==> src/rtl/sysport_ctl.sv <==
module sysport_ctl #(
  parameter int AW = 16,
  parameter int DW = 8,
  parameter int CW = 4
) (
  input  logic          clk,
  input  logic          rst_n,
  input  logic [AW-1:0] addr,
  input  logic [DW-1:0] wdata,
  input  logic          wr_en,
  input  logic          rd_en,
  output logic [DW-1:0] rdata,
  output logic          reset_req,
  output logic          le_mode,
  output logic          map_mode,
  output logic          light_on,
  output logic [1:0]    lock_pulse,
  output logic          access_err
);

  localparam logic [AW-1:0] P_SPECIAL = AW'(16'h0092);
  localparam logic [AW-1:0] P_CPUCFG  = AW'(16'h0800);
  localparam logic [AW-1:0] P_FEAT    = AW'(16'h0802);
  localparam logic [AW-1:0] P_MODSTAT = AW'(16'h0803);
  localparam logic [AW-1:0] P_LIGHT   = AW'(16'h0808);
  localparam logic [AW-1:0] P_EQUIP   = AW'(16'h080C);
  localparam logic [AW-1:0] P_LOCK1   = AW'(16'h0810);
  localparam logic [AW-1:0] P_LOCK2   = AW'(16'h0812);
  localparam logic [AW-1:0] P_INVAL   = AW'(16'h0814);
  localparam logic [AW-1:0] P_KEY     = AW'(16'h0818);
  localparam logic [AW-1:0] P_CTRL    = AW'(16'h081C);
  localparam logic [AW-1:0] P_CACHE   = AW'(16'h0823);
  localparam logic [AW-1:0] P_MAP     = AW'(16'h0850);

  localparam logic [DW-1:0] ALL_ONES = '1;

  logic [CW-1:0] ctrl_q;
  logic [DW-1:0] rd_val;
  logic          rd_hit;
  logic          wr_hit;

  always_comb begin
    rd_hit = 1'b1;
    rd_val = ALL_ONES;
    unique case (addr)
      P_SPECIAL: rd_val = DW'({le_mode, 1'b0});
      P_CPUCFG:  rd_val = DW'(8'hEF);
      P_FEAT:    rd_val = DW'(8'hAD);
      P_MODSTAT: rd_val = DW'(8'hE0);
      P_EQUIP:   rd_val = DW'(8'h3C);
      P_LOCK1:   rd_val = DW'(8'h39);
      P_KEY:     rd_val = DW'(8'h00);
      P_CTRL:    rd_val = DW'(ctrl_q);
      P_CACHE:   rd_val = DW'(8'h03);
      P_MAP:     rd_val = DW'(map_mode);
      default:   rd_hit = 1'b0;
    endcase
  end

  always_comb begin
    unique case (addr)
      P_SPECIAL, P_CPUCFG, P_FEAT, P_MODSTAT, P_LIGHT,
      P_LOCK1, P_LOCK2, P_INVAL, P_CTRL, P_MAP: wr_hit = 1'b1;
      default: wr_hit = 1'b0;
    endcase
  end

  wire wr_special = wr_en && addr == P_SPECIAL;
  wire wr_light   = wr_en && addr == P_LIGHT;
  wire wr_ctrl    = wr_en && addr == P_CTRL;
  wire wr_map     = wr_en && addr == P_MAP;

  always_ff @(posedge clk or negedge rst_n) begin
    if (!rst_n) begin
      reset_req  <= 1'b0;
      le_mode    <= 1'b0;
      map_mode   <= 1'b0;
      light_on   <= 1'b0;
      ctrl_q     <= '0;
      lock_pulse <= '0;
      access_err <= 1'b0;
      rdata      <= '0;
    end else begin
      if (wr_special) begin
        reset_req <= wdata[0];
        le_mode   <= wdata[1];
      end
      if (wr_light) light_on <= wdata[0];
      if (wr_ctrl)  ctrl_q   <= wdata[CW-1:0];
      if (wr_map)   map_mode <= wdata[0];
      lock_pulse <= {wr_en && addr == P_LOCK2, wr_en && addr == P_LOCK1};
      access_err <= (rd_en && !rd_hit) || (wr_en && !wr_hit);
      if (rd_en) rdata <= rd_val;
    end
  end


  special_write_chk: assert property (@(posedge clk) disable iff (!rst_n)
    wr_special |=> (reset_req == $past(wdata[0]) && le_mode == $past(wdata[1])));


  special_hold_chk: assert property (@(posedge clk) disable iff (!rst_n)
    !wr_special |=> ($stable(reset_req) && $stable(le_mode)));


  lock_onehot_chk: assert property (@(posedge clk) disable iff (!rst_n)
    $onehot0(lock_pulse));


  lock_single_chk: assert property (@(posedge clk) disable iff (!rst_n)
    lock_pulse[0] |=> !lock_pulse[0] || $past(wr_en && addr == P_LOCK1));


  ctrl_hold_chk: assert property (@(posedge clk) disable iff (!rst_n)
    !wr_ctrl |=> $stable(ctrl_q));


  readonly_write_chk: assert property (@(posedge clk) disable iff (!rst_n)
    (wr_en && (addr == P_CPUCFG || addr == P_FEAT || addr == P_MODSTAT)) |=>
      ($stable({reset_req, le_mode, map_mode, light_on, ctrl_q}) && !access_err));


  map_hold_chk: assert property (@(posedge clk) disable iff (!rst_n)
    !wr_map |=> $stable(map_mode));

endmodule

==> config.mk <==
export PLATFORM = sky130hd
export DESIGN_NAME = sysport_ctl
export DESIGN_NICKNAME = d
export VERILOG_FILES = /design/src/rtl/sysport_ctl.sv
export SDC_FILE = /design/constraint.sdc
export NUM_CORES = 1
export LEC_CHECK = 0
export BUFFER_PORTS_ARGS = -buffer_cell sky130_fd_sc_hd__clkbuf_2
export CAP_MARGIN = 20
export CELL_PAD_IN_SITES_DETAIL_PLACEMENT = 1
export CELL_PAD_IN_SITES_GLOBAL_PLACEMENT = 2
export CORE_MARGIN = 10
export CORE_UTILIZATION = 25
export DETAILED_ROUTE_END_ITERATION = 6
export PLACE_DENSITY_LB_ADDON = 0.1
export SYNTH_ARGS = -nofsm -noshare
export SYNTH_HDL_FRONTEND = slang
export SYNTH_SLANG_ARGS = --single-unit
==> constraint.sdc <==
create_clock -name clk -period 1.1 [get_ports clk]
set_input_delay 0.33 -clock clk [delete_from_list [all_inputs] [get_ports clk]]
set_output_delay 0.33 -clock clk [all_outputs]
set_load 0.005 [all_outputs]
# ---- After elaboration in Yosys (flattened, before gate mapping)
# Index checks and enable logic that the tools add are counted.
dict set report totals {
  register_bits 19
  in_bits 28
  out_inout_bits 15
  wordCells 37
}
dict set report classes {
  n_eq_ne 13
  muxes 3
  reduce_logical 13
}
# cell count
set op_table {}
lappend op_table {{16-bit by 12-bit == test with 1-bit output, second input constant} 12}
lappend op_table {{8-bit case mux with 10 select lines} 1}
lappend op_table {{10-bit OR reduction} 2}
lappend op_table {{16-bit by 8-bit == test with 1-bit output, second input constant} 1}
lappend op_table {{1-bit logical AND} 8}
lappend op_table {{1-bit zero test} 2}
lappend op_table {{1-bit 2-to-1 mux} 2}
lappend op_table {{1-bit logical OR} 1}

# ---- Longest topological paths before layout
# Gate-level depths: netlist (run 1).
dict set report logic_depth {
  word_depth 6
  mapped_depth 7
  depth_no_buf 5
}

# ---- Worst setup path before layout (run 1)
# Ideal clock, no wire load.
dict set report synth_timing {
  kind {in2reg}
  from {in addr[2]}
  to {reg le_mode}
  setup_time_ns 0.125
  arrival_time_ns 1.981
  required_time_ns 0.975
  path_slack_ns -1.006
  path_stages 5
  n_path_buf 1
  cell_sequence {buf_2 or4b_4 or4_4 nor2_2 mux2_2}
}
dict set report synth_between {
  elab_chain_len 2
}
# item line
set synth_lines {}
lappend synth_lines {{start, declared} 8} ;# input logic [AW-1:0] addr,
lappend synth_lines {{16-bit by 8-bit == test with 1-bit output} 68} ;# wire wr_special = wr_en && addr == P_SPECIAL;
lappend synth_lines {{1-bit logical AND} 68}
lappend synth_lines {{end signal, assigned} 86} ;# le_mode <= wdata[1];
lappend synth_lines {{end, declared} 14} ;# output logic le_mode,
# Every way passes these cells.
# A chain may end at the register's enable or synchronous reset.

# ---- Worst setup path after layout (run 1)
dict set report layout_timing {
  from {in addr[3]}
  to {reg rdata[0]}
}
dict set report layout_between {
  elab_chain_len 2
}
# item line
set layout_lines {}
lappend layout_lines {{16-bit by 12-bit == test with 1-bit output / 16-bit by 8-bit == test with 1-bit output (equally long branches)} 45} ;# unique case (addr)
lappend layout_lines {{8-bit case mux with 10 select lines *} 45}
lappend layout_lines {{end signal, assigned} 93} ;# if (rd_en) rdata <= rd_val;
lappend layout_lines {{end, declared} 12} ;# output logic [DW-1:0] rdata,
# Mark *: on every way between the ends. The rest lies on a longest branch, timed or not.

==> results of run 1 <==
repair_timing:
| item | in CTS | in global routing |
|---|---|---|
| resized for setup | 28 | 23 |
| pin swaps | 9 | 11 |
| endpoints found under the setup margin | 22 | 32 |
| setup buffers | 3 | 10 |
through the flow:
stage / utilization, % / std cells / worst slack (ns)
detailed placement: 39.1 / 252 / -1.08
global placement: 39.1 / 252 / -1.06
finish: 47.1 / 269 / -0.773
floorplan: - / 130 / -0.977
global route: 47.1 / 269 / -0.823
CTS: 43.5 / 259 / -0.776
cells by family (layout without fill, tap and decap cells):
| kind of cell | count (synthesis) | count (layout) | synth area share [%] |
|---|---|---|---|
| AND/OR/NAND/NOR | 63 | 63 | 29.9 |
| AO/OA/AOI/OAI | 27 | 27 | 15.3 |
| flip-flops | 19 | 19 | 41.0 |
| buffers and inverters | 11 | 98 | 4.42 |
| multiplexers | 9 | 9 | 8.63 |
| XOR/XNOR | 1 | 1 | 0.755 |
synthesized netlist by cell type, types with 2 or more instances:
library cell	n
dfrtp_1	19
nor2_1	15
nand2_1	10
mux2_2	8
o21ai_0	7
a21oi_1	6
nand3_1	5
nor4_1	5
a31oi_1	4
clkbuf_1	4
inv_1	4
nor3_1	4
a211oi_1	3
nand2b_1	3
nand4_1	3
or2_2	3
and2_1	2
and4_1	2
buf_2	2
nor2b_1	2
area by class of cell:
cell class	instances	area, sq um
Tap cell	52	65.1
Clock inverter	1	5.00
Clock buffer	3	41.3
Multi-Input combinational cell	100	843
Sequential cell	19	475
Inverter	4	15.0
Fill cell	533	2340
Timing Repair Buffer	90	633
power breakdown:
part           leakage [nW]  total (W)  internal [W]  switching, W
clock                0.0255   0.000480      0.000252      0.000229
combinational         0.681   0.000309      0.000154      0.000155
sequential            0.220   0.000701      0.000700   0.000000848
total                 0.926    0.00149       0.00111      0.000385
state kept, by name (all words and copies together), names as in the netlist:
name,flops
light_on,1
lock_pulse,2
reset_req,1
map_mode,1
ctrl_q,4
access_err,1
rdata,8
le_mode,1
routing by layer:
layer / global-route usage [%] / vias to the layer above
li1: - / 651
met1: 14.3 / 646
met2: 20.2 / 31
met3: 3.34 / 4
met4: 1.71 / 0
met5: 0 / -
path summary, 6_finish.rpt:
path	to	slack, ns	depth (start not counted)
hold reg to reg	light_on	0.51	1
setup / recovery	rdata[0]	-0.77	6
hold / removal	rdata[5]	0.01	1
min in group clk	ctrl_q[3]	0.32	2
setup reg to reg	rdata[1]	0.05	4
max in group asynchronous	light_on	0.76	1
==> metrics.txt, run 1 <==
Critical Path Slowest Stage Cell or4_4; CTS tree done; DR WL/cell roughly 17 microns; die height a little under 90 microns; share of layout cells above drive strength 1 between 60% and 70%; Remaining DRCs 0; routed metal-1 wirelength 1.96 mm; RSZ-0062 raised after global routing yes; Slew @ Worst Pin between 0.4 and 0.5 ns; worst-skew pair later-pin latency 0.25 ns; Final period util 170%; largest net degree at the start of global routing 20; EDFF count, synth 0; leading area contributor after synthesis dfrtp_1; Root Driver clkbuf_8; Seq/Total Area, Yosys approximately 41%; number of global-route vias before repair about 1400; DP Wirelength 3.64 mm; post-synth top area share between 40% and 50%; htree depth 1; Max IR drop VDD between 500 and 600 uV; Starting DRT DRC Count 60; gr ovfl total 0; clk_skew 0.000554 ns; wire length of the first global-routing pass 7.26 mm; routed wl met3 roughly 260 microns; final hold slack ~0.014 ns; Pleak 0.926 nW; CP Max Fanout 7; placeable core area 4410 sq um; met2 wire len approximately 2.4 mm; port bufs 38; startpoint types primary input; Final Net Count about 250; most frequent cells in the layout 44 x buf_4, 35 x clkbuf_2, 19 x dfrtp_1, 11 x nor2_1, 10 x buf_6; Placement Cell Area 1730 sq um; final setup margin -0.773 ns; Synth Net Count 158; die extent in x a little under 90 microns; Slew Viols, Final 0; Crit path required time 1.23 ns; violated checks setup timing; clock slew at reported path FFs ~0.07 ns; starting density of the core between 20% and 30%; Final ANT Viol Nets 0; crit path time final ~1.9 ns; Setup TNS Final -11.23 ns; # setup viols final 20; Post-Syn Area between 1000 and 1500 sq um; status finished, violations left; CP arrival between 2 and 2.5 ns; initial antenna violation count 0; ant diodes 0; Final Hold Viols 0; WL final about 4.6 mm; synth unique cells 39; crit path kind in -> reg; Critical Path, Cell by Cell buf_8 > or4b_4 > or4_4 > a21oi_4 > o21a_4 > a31oi_1; clk sinks 19; Die ar. 7760 sq um; critical path buffer and inverter count 1; synthesized area per cell ~8.9 sq um; Hold-fix buffers, CTS 0; CP startpoint addr[3]; cell family with most CP delay simple AND/OR/NAND/NOR gates; GP Congestion just over 0.8; Power Total around 0.0015 W; Num CTS Buffers 3; worst min-delay path category in -> async; synth top area cells dfrtp_1 41%, mux2_2 7.8%, nor2_1 4.9%; YS warnings 0; Syn-to-layout area delta 79.2%; Synth Flop Type dfrtp_1; top achievable clock speed approximately 530 MHz; I/O Pins 43; Seq cells post-synth 19; Design Area, Final between 2000 and 2500 sq um; Max-slew headroom ~69%; Gate Count Post-Synth 130; worst r2r src le_mode; pwr dens approximately 700 nW/um^2; commonest non-fill, non-tap cell in the layout buf_4; num rows 24; gr usage total 11.7%; Via density between 4 and 5; max_cap viols 0; Async SR Flop Fraction 100%; critical path's largest stage delay approximately 0.58 ns; Clock Path Buffers 2; Top Layer Used met4; via count about 1300; Pre-antenna DRT Iters 4; CP Capture Type flip-flop
No activity file was read; power rests on OpenSTA's default activity.
==> inputs of run 2 (changes only) <==
--- a/config.mk
+++ b/config.mk
@@ -9,7 +9,7 @@
 export CAP_MARGIN = 20
 export CELL_PAD_IN_SITES_DETAIL_PLACEMENT = 1
 export CELL_PAD_IN_SITES_GLOBAL_PLACEMENT = 2
-export CORE_MARGIN = 10
+export CORE_MARGIN = 2
 export CORE_UTILIZATION = 25
 export DETAILED_ROUTE_END_ITERATION = 6
 export PLACE_DENSITY_LB_ADDON = 0.1
==> run 2 against run 1 <==
The run still ends with setup timing left. Highest routed layer unchanged. Largest power group unchanged. Fmax is essentially flat. Non-clock buffer count shrank 2. Register-to-register slack is essentially flat. Count of clock-buffer cells in the layout is the same.
==> metrics.txt, run 2 (synthesis results as in run 1) <==
GR Util met3 3.19% (was 3.34%); Hold-fix buffers, CTS 0 (unchanged); most used routing layer met2 (unchanged); Pleak 0.913 nW (was 0.926 nW); area of the multi-input gates 857 sq um (was 843 sq um); number of global-route vias before repair 1352 (was 1425); GP Congestion 0.813 (was 0.812); violated checks setup timing (unchanged); critical path's largest stage delay 0.60 ns (was 0.58 ns); CP arrival 2.01 ns (about the same); DR WL/cell 16.0 microns (was 17.1 microns); Crit path required time 1.24 ns (was 1.23 ns); most frequent cells in the layout 40 x buf_4, 35 x clkbuf_2, 19 x dfrtp_1, 12 x buf_6, 11 x nor2_1 (was 44 x buf_4, 35 x clkbuf_2, 19 x dfrtp_1, 11 x nor2_1, 10 x buf_6); startpoint types primary input (unchanged); max FFs per register 8 (unchanged); I/O Pins 43 (unchanged); # setup viols final 21 (was 20); clk sinks 19 (unchanged); die height 72.1 microns (was 88.1 microns); status finished, violations left (unchanged); Place WS -1.07 ns (was -1.08 ns); RSZ-0062 raised after global routing yes (unchanged); initial antenna violation count 0 (unchanged); commonest non-fill, non-tap cell in the layout buf_4 (unchanged); share of layout cells above drive strength 1 63.7% (was 63.1%); worst-skew pair later-pin latency 0.26 ns (was 0.25 ns); final hold slack 0.0194 ns (was 0.0135 ns); met1 GRT Util 21.4% (was 14.3%); largest net degree at the start of global routing 20 (unchanged); Max IR drop VDD 498 uV (was 507 uV); crit path kind in -> reg (unchanged); FILL cells 519 (was 533); gr ovfl total 0 (unchanged); Critical Path, Cell by Cell buf_6 > or4b_4 > or4_4 > a21oi_4 > o21a_4 > a31oi_1 (was buf_8 > or4b_4 > or4_4 > a21oi_4 > o21a_4 > a31oi_1); Num CTS Buffers 3 (unchanged); Final ANT Viol Nets 0 (unchanged); Final Hold Viols 0 (unchanged); die extent in x 72.1 microns (was 88.1 microns); Syn-to-layout area delta 79.7% (was 79.2%); Starting DRT DRC Count 14 (was 60); Via density 5.02 (was 4.95); starting density of the core 26.3% (unchanged); port bufs 38 (unchanged); via count 1340 (was 1332); dpl cells 248 (was 252); Die ar. 5200 sq um (was 7760 sq um); worst min-delay path category in -> async (unchanged); crit path time final 1.87 ns (about the same); Root Driver clkbuf_8 (unchanged); Slew @ Worst Pin 0.493 ns (was 0.469 ns); Max-slew headroom 67.2% (was 68.7%); htree depth 1 (unchanged); CP Capture Type flip-flop (unchanged); final setup margin -0.774 ns (was -0.773 ns); wire length of the first global-routing pass 6.80 mm (was 7.26 mm); clock slew at reported path FFs 0.08 ns (was 0.07 ns); CTS tree done (unchanged); max_cap viols 0 (unchanged); Pre-antenna DRT Iters 4 (unchanged); Slew Viols, Final 0 (unchanged); WL final 4.27 mm (was 4.59 mm); Final Net Count 244 (was 246); ant diodes 0 (unchanged); met2 usage 29.5% (was 20.2%); pwr dens 714 nW/um^2 (was 717 nW/um^2); Power Total 0.00149 W (about the same); clk_skew 0.00188 ns (was 0.000554 ns); Remaining DRCs 0 (unchanged); placeable core area 4410 sq um (unchanged); CP Max Fanout 7 (unchanged); gr usage total 16.7% (was 11.7%); DP Wirelength 3.30 mm (was 3.64 mm); top achievable clock speed 533 MHz (was 534 MHz); Regs by FF count rdata x8, ctrl_q x4, lock_pulse x2 (unchanged); Largest Register rdata (unchanged); Critical Path Slowest Stage Cell or4_4 (unchanged); Layout Cells excl Fill 267 (was 269); num rows 24 (unchanged); FF/Latch Area 475 sq um (unchanged); Clock Path Buffers 2 (unchanged); Final period util 170% (about the same)
run 2: power by group:
| group | leakage [nW] | internal (W) | switching (W) | total (W) |
|---|---|---|---|---|
| clock | 0.0255 | 0.000252 | 0.000245 | 0.000496 |
| combinational | 0.667 | 0.000141 | 0.000151 | 0.000292 |
| sequential | 0.220 | 0.000700 | 0.000000706 | 0.000701 |
run 2: worst paths after layout:
path                          start  slack [ns]  cells after the start        end
max in group asynchronous     rst_n        0.75                      1    le_mode
max reg2reg                 le_mode        0.06                      4   rdata[1]
min in group clk           wdata[3]        0.31                      2  ctrl_q[3]
max                         addr[3]       -0.77                      6   rdata[3]
min                           rst_n        0.02                      1   rdata[5]
min reg2reg                light_on        0.52                      1   light_on
run 2: what timing repair did:
item | CTS | global route
gates resized for setup | 27 | 25
buffers inserted | 4 | 11
setup endpoints to repair | 23 | 32
pin swaps | 13 | 12
run 2: critical path, delay by kind of cell:
kind	cells	cell delay, ns
and+or+nand+nor	2	1.14
AOI/OAI and AO/OA	3	0.44
buffers and inverters	1	0.09
run 2: per-stage QoR:
step	utilization [%]	area (sq um)	TNS, ns
after floorplan	-	1230	-12.69
after global placement	38.4	1700	-16.84
after detailed placement	38.4	1700	-17.13
after CTS	42.7	1890	-10.72
after global routing	47.2	2080	-12.02
final	47.2	2080	-10.62
run 2: layout make-up:
class                           instances  share of cell area [%]
Sequential cell                        19                    22.8
Inverter                                4                   0.720
Timing Repair Buffer                   88                    30.0
Tap cell                               52                    3.12
Multi-Input combinational cell        100                    41.1
Clock inverter                          1                   0.240
Clock buffer                            3                    1.98
run 2: layer usage:
| metal | vias to the layer above | wire (microns) |
|---|---|---|
| met3 | 4 | 148 |
| met2 | 32 | 2260 |
| met5 | - | 0 |
| met4 | 0 | 35 |
| li1 | 649 | - |
| met1 | 655 | 1830 |
==> inputs of run 3 (changes only) <==
--- a/config.mk
+++ b/config.mk
@@ -7,12 +7,9 @@
 export LEC_CHECK = 0
 export BUFFER_PORTS_ARGS = -buffer_cell sky130_fd_sc_hd__clkbuf_2
 export CAP_MARGIN = 20
-export CELL_PAD_IN_SITES_DETAIL_PLACEMENT = 1
-export CELL_PAD_IN_SITES_GLOBAL_PLACEMENT = 2
 export CORE_MARGIN = 2
 export CORE_UTILIZATION = 25
 export DETAILED_ROUTE_END_ITERATION = 6
-export PLACE_DENSITY_LB_ADDON = 0.1
 export SYNTH_ARGS = -nofsm -noshare
 export SYNTH_HDL_FRONTEND = slang
 export SYNTH_SLANG_ARGS = --single-unit
==> run 3 against run 2 <==
The run still ends with setup timing left. Register-to-register slack barely moved. Critical path depth unchanged. Final area is 3.0% lower. Sequential share of layout area up 0.71 points. Clock skew is 0.0031 ns higher. Power fell by 1.7%. Clock power shrank 3%. Combinational power shrank 3%. Largest power group unchanged. Highest routed layer unchanged.
==> metrics.txt, run 3 (synthesis results as in run 1) <==
Final Net Count 239 (was 244); Largest Register rdata (unchanged); die height 72.1 microns (unchanged); Starting DRT DRC Count 40 (was 14); Place WS -1.07 ns (about the same); CP Capture Type flip-flop (unchanged); WL final 3.52 mm (was 4.27 mm); Pleak 0.901 nW (was 0.913 nW); Final Hold Viols 0 (unchanged); most frequent cells in the layout 37 x buf_4, 35 x clkbuf_2, 19 x dfrtp_1, 12 x nor2_1, 10 x buf_6 (was 40 x buf_4, 35 x clkbuf_2, 19 x dfrtp_1, 12 x buf_6, 11 x nor2_1); top achievable clock speed 543 MHz (was 533 MHz); violated checks setup timing (unchanged); initial antenna violation count 0 (unchanged); Root Driver clkbuf_8 (unchanged); FF/Latch Area 475 sq um (unchanged); # setup viols final 21 (unchanged); CP arrival 1.98 ns (was 2.01 ns); GP Congestion 0.903 (was 0.813); worst-skew pair later-pin latency 0.26 ns (about the same); Num CTS Buffers 3 (unchanged); gr ovfl total 0 (unchanged); Design Area, Final 2020 sq um (was 2080 sq um); pwr dens 724 nW/um^2 (was 714 nW/um^2); share of layout cells above drive strength 1 61.4% (was 63.7%); starting density of the core 26.3% (unchanged); placeable core area 4410 sq um (unchanged); htree depth 1 (unchanged); Syn-to-layout area delta 74.3% (was 79.7%); FILL cells 444 (was 519); RSZ-0062 raised after global routing yes (unchanged); Slew @ Worst Pin 0.470 ns (was 0.493 ns); max_cap viols 0 (unchanged); largest net degree at the start of global routing 20 (unchanged); CTS tree done (unchanged); Max IR drop VDD 485 uV (was 498 uV); die extent in x 72.1 microns (unchanged); Max-slew headroom 68.7% (was 67.2%); worst reg2reg setup slack 0.05 ns (was 0.06 ns); commonest non-fill, non-tap cell in the layout buf_4 (unchanged); crit path kind in -> reg (unchanged); via count 1282 (was 1340); CP Max Fanout 7 (unchanged); max FFs per register 8 (unchanged); ant diodes 0 (unchanged); fin util 45.8% (was 47.2%); Via density 4.89 (was 5.02); wire length of the first global-routing pass 5.57 mm (was 6.80 mm); num rows 24 (unchanged); r2r endpoint rdata[0] (was rdata[1]); worst min-delay path category in -> async (unchanged); status finished, violations left (unchanged); number of global-route vias before repair 1217 (was 1352); clk sinks 19 (unchanged); crit path time final 1.84 ns (was 1.87 ns); area of the multi-input gates 840 sq um (was 857 sq um); Slew Viols, Final 0 (unchanged); DP Wirelength 2.61 mm (was 3.30 mm); R2R depth 3 (was 4); Regs by FF count rdata x8, ctrl_q x4, lock_pulse x2 (unchanged); clock slew at reported path FFs 0.07 ns (was 0.08 ns); gr usage total 13.6% (was 16.7%); Die ar. 5200 sq um (unchanged); final hold slack 0.00691 ns (was 0.0194 ns); port bufs 38 (unchanged); clk_skew 0.00496 ns (was 0.00188 ns); startpoint types primary input (unchanged); Setup TNS Final -10.92 ns (was -10.62 ns); worst r2r src map_mode (was le_mode); final setup margin -0.741 ns (was -0.774 ns); Clock Path Buffers 2 (unchanged); DR WL/cell 13.4 microns (was 16.0 microns); Remaining DRCs 0 (unchanged); Final period util 167% (was 170%); Placement Cell Area 1670 sq um (was 1700 sq um); Crit path required time 1.24 ns (about the same); Pre-antenna DRT Iters 4 (unchanged); Final ANT Viol Nets 0 (unchanged); I/O Pins 43 (unchanged)
run 3: cell count changes in the layout (fill, tap and decap cells not counted), moves of 2 or more:
cell | previous run | this run
nor2_2 | 2 | 0
o21ai_1 | 0 | 2
buf_6 | 12 | 10
buf_4 | 40 | 37
run 3: timing repair:
item,in CTS,in global routing
endpoints found under the hold margin,0,0
hold buffers,0,0
setup endpoints to repair,21,32
gates resized for setup,25,23
setup buffers,5,9
pin swaps,11,12
run 3: worst max-delay path: stages:
cell and delay (ns):
buf_6 0.09, or4b_4 0.53, or4_4 0.57, a21oi_2 0.17, o21a_4 0.19, a31oi_1 0.08
run 3: area by class of cell:
class	instances	share of cell area [%]
Tap cell	52	3.22
Clock inverter	1	0.248
Sequential cell	19	23.5
Timing Repair Buffer	83	28.7
Inverter	4	0.743
Multi-Input combinational cell	100	41.5
Clock buffer	3	2.04
run 3: worst max path at each step:
stage	from	to	slack, ns
finish	addr[2]	rdata[0]	-0.74
global route	addr[2]	rdata[4]	-0.78
floorplan	addr[3]	le_mode	-0.98
CTS	addr[2]	le_mode	-0.76
global placement	addr[0]	reset_req	-1.04
detailed placement	addr[0]	le_mode	-1.07
run 3: report_power, final:
group | internal (W) | leakage (nW) | total [W] | switching, W
clock | 0.000252 | 0.0255 | 0.000479 | 0.000227
combinational | 0.000142 | 0.656 | 0.000284 | 0.000142
sequential | 0.000700 | 0.220 | 0.000701 | 0.000000542
total | 0.00109 | 0.901 | 0.00146 | 0.000370
run 3: per-layer routing:
layer  share of wire, %  global-route usage (%)
met1                 45                    19.1
met5                  0                       0
met3                6.0                    3.89
met4               0.97                    1.89
met2                 48                    21.3
run 3: stage by stage:
stage	power, W	std cells
CTS	0.00145	254
detailed placement	0.000938	245
floorplan	0.000807	130
global route	0.00154	262
global placement	0.000938	245
finish	0.00146	262
